===== config.mk =====
export PLATFORM = sky130hd
export DESIGN_NAME = charset_match_bank
export DESIGN_NICKNAME = d
export VERILOG_FILES = /design/src/rtl/charset_pkg.sv /design/src/rtl/charset_nibble_mux.sv /design/src/rtl/charset_lookup.sv /design/src/rtl/charset_slot.sv /design/src/rtl/charset_match_bank.sv
export SDC_FILE = /design/constraint.sdc
export NUM_CORES = 1
export LEC_CHECK = 0
export BUFFER_PORTS_ARGS = -buffer_cell sky130_fd_sc_hd__clkbuf_2
export CAP_MARGIN = 20
export CORE_UTILIZATION = 35
export CTS_BUF_LIST = sky130_fd_sc_hd__clkbuf_2
export DETAILED_ROUTE_END_ITERATION = 7
export GPL_ROUTABILITY_DRIVEN = 0
export PLACE_DENSITY_LB_ADDON = 0.1
export SYNTH_ARGS = -nofsm -noshare
export SYNTH_HDL_FRONTEND = slang
export SYNTH_SLANG_ARGS = --single-unit

===== constraint.sdc =====
create_clock -name clk -period 1.9 [get_ports clk]
set_clock_uncertainty 0.05 [all_clocks]
set_input_delay 0.095 -clock clk [delete_from_list [all_inputs] [get_ports clk]]
set_output_delay 0.095 -clock clk [all_outputs]
set_load 0.03 [all_outputs]

===== src/rtl/charset_pkg.sv =====
package charset_pkg;
  localparam int CS_CHAR_W = 8;
  localparam int CS_NIB_W  = CS_CHAR_W / 2;
  localparam int CS_HALF   = 1 << CS_NIB_W;
  localparam int CS_WORD_W = 2 * CS_HALF;

  typedef logic [CS_CHAR_W-1:0] cs_char_t;
  typedef logic [CS_NIB_W-1:0]  cs_nib_t;
  typedef logic [CS_WORD_W-1:0] cs_word_t;

  function automatic cs_nib_t cs_low_nib(cs_char_t c);
    return c[CS_NIB_W-1:0];
  endfunction

  function automatic cs_nib_t cs_high_nib(cs_char_t c);
    return c[CS_CHAR_W-1:CS_NIB_W];
  endfunction

  // Membership by direct indexing; the top index bit picks the half.
  function automatic logic cs_member(cs_word_t w, cs_char_t c);
    return w[{1'b0, cs_low_nib(c)}] & w[{1'b1, cs_high_nib(c)}];
  endfunction
endpackage


===== src/rtl/charset_nibble_mux.sv =====
module charset_nibble_mux #(
  parameter int SEL_W = 4
) (
  input  logic [(1<<SEL_W)-1:0] lines_i,
  input  logic [SEL_W-1:0]      sel_i,
  output logic                  bit_o
);
  assign bit_o = lines_i[sel_i];
endmodule


===== src/rtl/charset_lookup.sv =====
module charset_lookup
  import charset_pkg::*;
(
  input  cs_word_t word_i,
  input  cs_char_t char_i,
  output logic     hit_o
);
  logic [1:0] half_bit;

  // half 0: low nibble into bits [15:0]; half 1: high nibble into bits [31:16]
  for (genvar h = 0; h < 2; h++) begin : g_half
    charset_nibble_mux #(.SEL_W(CS_NIB_W)) u_mux (
      .lines_i (word_i[h*CS_HALF +: CS_HALF]),
      .sel_i   (char_i[h*CS_NIB_W +: CS_NIB_W]),
      .bit_o   (half_bit[h])
    );
  end

  assign hit_o = &half_bit;
endmodule


===== src/rtl/charset_slot.sv =====
module charset_slot
  import charset_pkg::*;
#(
  parameter int IDX   = 0,
  parameter int SEL_W = 2
) (
  input  logic             clk,
  input  logic             rst_n,
  input  logic             we_i,
  input  logic [SEL_W-1:0] sel_i,
  input  cs_word_t         wdata_i,
  input  cs_char_t         char_i,
  output logic             hit_o
);
  localparam logic [SEL_W-1:0] MY_SEL = SEL_W'(IDX);

  cs_word_t word_q;
  logic     load;

  assign load = we_i && (sel_i == MY_SEL);

  always_ff @(posedge clk or negedge rst_n) begin
    if (!rst_n)    word_q <= '0;
    else if (load) word_q <= wdata_i;
  end

  charset_lookup u_lookup (
    .word_i (word_q),
    .char_i (char_i),
    .hit_o  (hit_o)
  );

  p_load_r8: assert property (@(posedge clk) disable iff (!rst_n)
    load |=> word_q == $past(wdata_i));

  p_hold_r9: assert property (@(posedge clk) disable iff (!rst_n)
    !load |=> $stable(word_q));

  p_zero_silent_r7: assert property (@(posedge clk) disable iff (!rst_n)
    (word_q == '0) |-> !hit_o);

  p_full_hit_r6: assert property (@(posedge clk) disable iff (!rst_n)
    (&word_q) |-> hit_o);

  p_lookup_agrees_r2: assert property (@(posedge clk) disable iff (!rst_n)
    hit_o == cs_member(word_q, char_i));
endmodule


===== src/rtl/charset_match_bank.sv =====
module charset_match_bank
  import charset_pkg::*;
#(
  parameter int NUM_SLOTS = 4,
  localparam int SEL_W    = (NUM_SLOTS > 1) ? $clog2(NUM_SLOTS) : 1
) (
  input  logic                 clk,
  input  logic                 rst_n,
  input  logic [CS_CHAR_W-1:0] char_i,
  input  logic                 cfg_we_i,
  input  logic [SEL_W-1:0]     cfg_sel_i,
  input  logic [CS_WORD_W-1:0] cfg_word_i,
  output logic                 match_o
);
  logic [NUM_SLOTS-1:0] slot_hits;
  logic                 any_hit;
  logic                 match_q;

  for (genvar s = 0; s < NUM_SLOTS; s++) begin : g_slot
    charset_slot #(.IDX(s), .SEL_W(SEL_W)) u_slot (
      .clk     (clk),
      .rst_n   (rst_n),
      .we_i    (cfg_we_i),
      .sel_i   (cfg_sel_i),
      .wdata_i (cfg_word_i),
      .char_i  (char_i),
      .hit_o   (slot_hits[s])
    );
  end

  assign any_hit = |slot_hits;

  always_ff @(posedge clk or negedge rst_n) begin
    if (!rst_n) match_q <= 1'b0;
    else        match_q <= any_hit;
  end

  assign match_o = match_q;

  p_union_r5: assert property (@(posedge clk) disable iff (!rst_n)
    (slot_hits != '0) |=> match_o);

  p_idle_r10: assert property (@(posedge clk) disable iff (!rst_n)
    (slot_hits == '0) |=> !match_o);
endmodule


==> impl_metrics.csv <==
group,metric,value,unit
run_status,outcome,"finished clean",
grt,grt_pass1_wl,20700,microns
logic_synthesis,synth_cell_types,18,
route,drtPass1Iterations,4,
cts,cts_inserted_buffers,17,
grt,gr-usage-all-layers,16.8,%
cts,cts_tree,"done",
logic_synthesis,avgSynthCellArea,16.7,sq um
finish,diodes,0,
power_and_ir_drop,total_leakage_power,3.01,nW
floorplanning,die_area,0.0171,sq mm
route,drtAntennaViolNets,0,
cts,cts_max_path_buffers,2,
logic_synthesis,synth_cells,348,
cts,clock_latency,670,ps
floorplanning,core,0.0161,sq mm
finish,drive_gt1_share,51.4,%
logic_synthesis,synth_flop_cell,"dfrtp_1",
worst_setup_path,path_class,"reg -> reg",
logic_synthesis,synth_top_cells_by_count,"dfrtp_1, mux2_2, mux4_2, a22oi_1, mux4_1",
worst_setup_path,crit_slowest_cell,"mux4_1",
logic_synthesis,synth_area,0.00580,sq mm
power_and_ir_drop,power.internal,4.53,mW
sta,period_share,91.6,%
worst_setup_path,crit_required,2440,ps
sta,hold_viol_final,0,
power_and_ir_drop,seq_power_share,56.6,%
logic_synthesis,ys_warn_count,0,
worst_setup_path,crit_arrival,2280,ps
place,dp_hpwl,8410,microns
logic_synthesis,synth_fp_nets,393,
cts,clk_pin_slew,180,ps
floorplanning,initial_core_util,36.1,%
power_and_ir_drop,p_switching,1.71,mW
grt,use_met2,27.3,%
sta,fin_setup_tns,0,ps
grt,use_met1,22.1,%
logic_synthesis,synth_top_area_share,55.7,%
grt,overflow,0,
route,via_per_inst,5.00,
worst_setup_path,startpoint_type,"flip-flop",
logic_synthesis,synthTopCellsByArea,"dfrtp_1, mux2_2, mux4_2",
cts,htree_num_levels,4,
worst_setup_path,cp_cell_sequence,"mux4_1 > a22oi_1 > nand2_1 > a22oi_2 > nand2_1",
finish,final_cells,675,
worst_setup_path,crit_family,"multiplexers",
sta,report.final.slew_viol_count,0,
place,dp_cells,600,
job,cap_violations,0,
route,wl_per_cell,18.8,microns
sta,finalCriticalPeriod,1740,ps
logic_synthesis,yosysSeqAreaShare,55.7,%
logic_synthesis,async_flop_share,100,%
route,num_vias,3377,
sta,setup-violations-final,0,
grt,grt_util_met3,4.52,%
finish,syn_to_final_growth,21.1,%
floorplanning,row_count,46,
floorplanning,die_x,131,microns
worst_setup_path,cp-end-kind,"flip-flop",
power_and_ir_drop,p_sw_share,27.4,%
route,drc,0,
logic_synthesis,yosysMostFrequentCell,"dfrtp_1",
cts,cts-resized-gates,0,
power_and_ir_drop,vdd_drop_max,0.000397,V
sta,max_freq,0.575,GHz
grt,grt_pass1_vias,3577,
sta,max_slew.worst_pin.slew,467,ps
worst_setup_path,cp_common_cell,"nand2_1",
floorplanning,die_h,131,microns
route,totalWireLength,12700,microns
cts,clock_sinks,129,
grt,antenna_found_initial,0,
floorplanning,io_pins,46,
power_and_ir_drop,p_comb_share,21.2,%
finish,fin_nets,493,
logic_synthesis,synth-edff-count,0,
power_and_ir_drop,p_per_area,887,mW/mm^2
power_and_ir_drop,clkPwrFrac,22.3,%
worst_setup_path,crit_path_max_incr_delay,550,ps
place,port_buffers,45,
sta,whs,119,ps
sta,maxSlewHeadroom,68.8,%
cts,cts_hold_buf,45,
cts,postCtsSetupRepairBufs,0,
logic_synthesis,synth.largest_area_cell,"dfrtp_1",
grt,grt_start_max_net_pins,39,
cts,cts_root_buffer,"clkbuf_2",
route,drt-initial-drc-count,157,
sta,rsz0062_at_grt,"false",
worst_setup_path,cp_num_buf_inv,0,
worst_setup_path,r2r_slack,160,ps
hold_path,hp-class,"in -> reg",
logic_synthesis,synth-seq-cells,129,
grt,grt.busiest_layer,"met2",
worst_setup_path,crit_fanout,2,
[state kept, by name, summed over array words and instances (netlist names)]
signal and count:
match_o 1, g_slot.u_slot.word_q 128
[cell families (layout without fill, tap and decap cells)]
group / Yosys count / count (layout) / synth area share, %
AND/OR/NAND/NOR: 21 / 21 / 1.83
buffers and inverters: 20 / 131 / 2.07
flip-flops: 129 / 129 / 55.7
multiplexers: 160 / 160 / 37.9
AO/OA/AOI/OAI: 18 / 18 / 2.50
[power by group through the flow]
stage                     clock network (mW)  registers [mW]  logic [mW]
after floorplan                            0            3.49       0.896
after global placement                     0            3.58        1.23
after detailed placement                   0            3.58        1.26
after CTS                               1.46            3.53        1.35
after global routing                    1.57            3.60        1.44
final                                   1.39            3.52        1.32
[final timing paths]
kind / cells past startpoint / endpoint / from
worst max-delay path: 5 / match_o / g_slot[1].u_slot.word_q[17]
worst min-delay path: 6 / match_o / char_i[7]
worst max register to register: 5 / match_o / g_slot[1].u_slot.word_q[17]
worst min register to register: 1 / g_slot[2].u_slot.word_q[24] / g_slot[2].u_slot.word_q[24]
max in group asynchronous: 4 / g_slot[1].u_slot.word_q[3] / rst_n
min in group asynchronous: 4 / g_slot[2].u_slot.word_q[17] / rst_n
[area by class of cell]
type                            count  area (sq um)
Sequential cell                   129          3230
Tap cell                          216           270
Clock buffer                       19          95.1
Multi-Input combinational cell    199          2460
Fill cell                        1475          9030
Timing Repair Buffer              101           896
Clock inverter                     11          73.8
[routing by layer]
| layer | routed length, microns | up-vias | part of all wire (%) |
|---|---|---|---|
| li1 | - | 1536 | - |
| met1 | 6090 | 1785 | 48 |
| met3 | 314 | 12 | 2.5 |
| met4 | 117 | 0 | 0.92 |
| met2 | 6200 | 44 | 49 |
| met5 | 0 | - | 0 |
[layout by cell type (no fill, tap or decap), types with 4 or more instances in the layout]
| cell | count |
|---|---|
| mux2_2 | 128 |
| dlygate4sd3_1 | 44 |
| mux4_1 | 10 |
| a22oi_1 | 16 |
| clkinv_1 | 5 |
| buf_12 | 11 |
| clkbuf_2 | 63 |
| nor2b_1 | 4 |
| nand2_1 | 9 |
| mux4_2 | 22 |
| dfrtp_1 | 129 |
| clkinv_2 | 5 |
[through the flow]
step                      power, mW  worst slack [ps]  instance area [sq um]  util, %
after floorplan                4.39               399                   5800        -
after global placement         4.81              52.6                   6390     39.8
after detailed placement       4.85              56.5                   6390     39.8
after CTS                      6.33               140                   7020     43.7
after global routing           6.61              80.1                   7020     43.7
final                          6.23               159                   7020     43.7
[worst reg2reg max path: cells and delay by family (launching register included)]
kind / cells / cell delay, ps
AND/OR/NAND/NOR: 2 / 200
flip-flops: 1 / 420
AO/OA/AOI/OAI: 2 / 430
multiplexers: 1 / 550
Power figures use the tool's default switching activity.
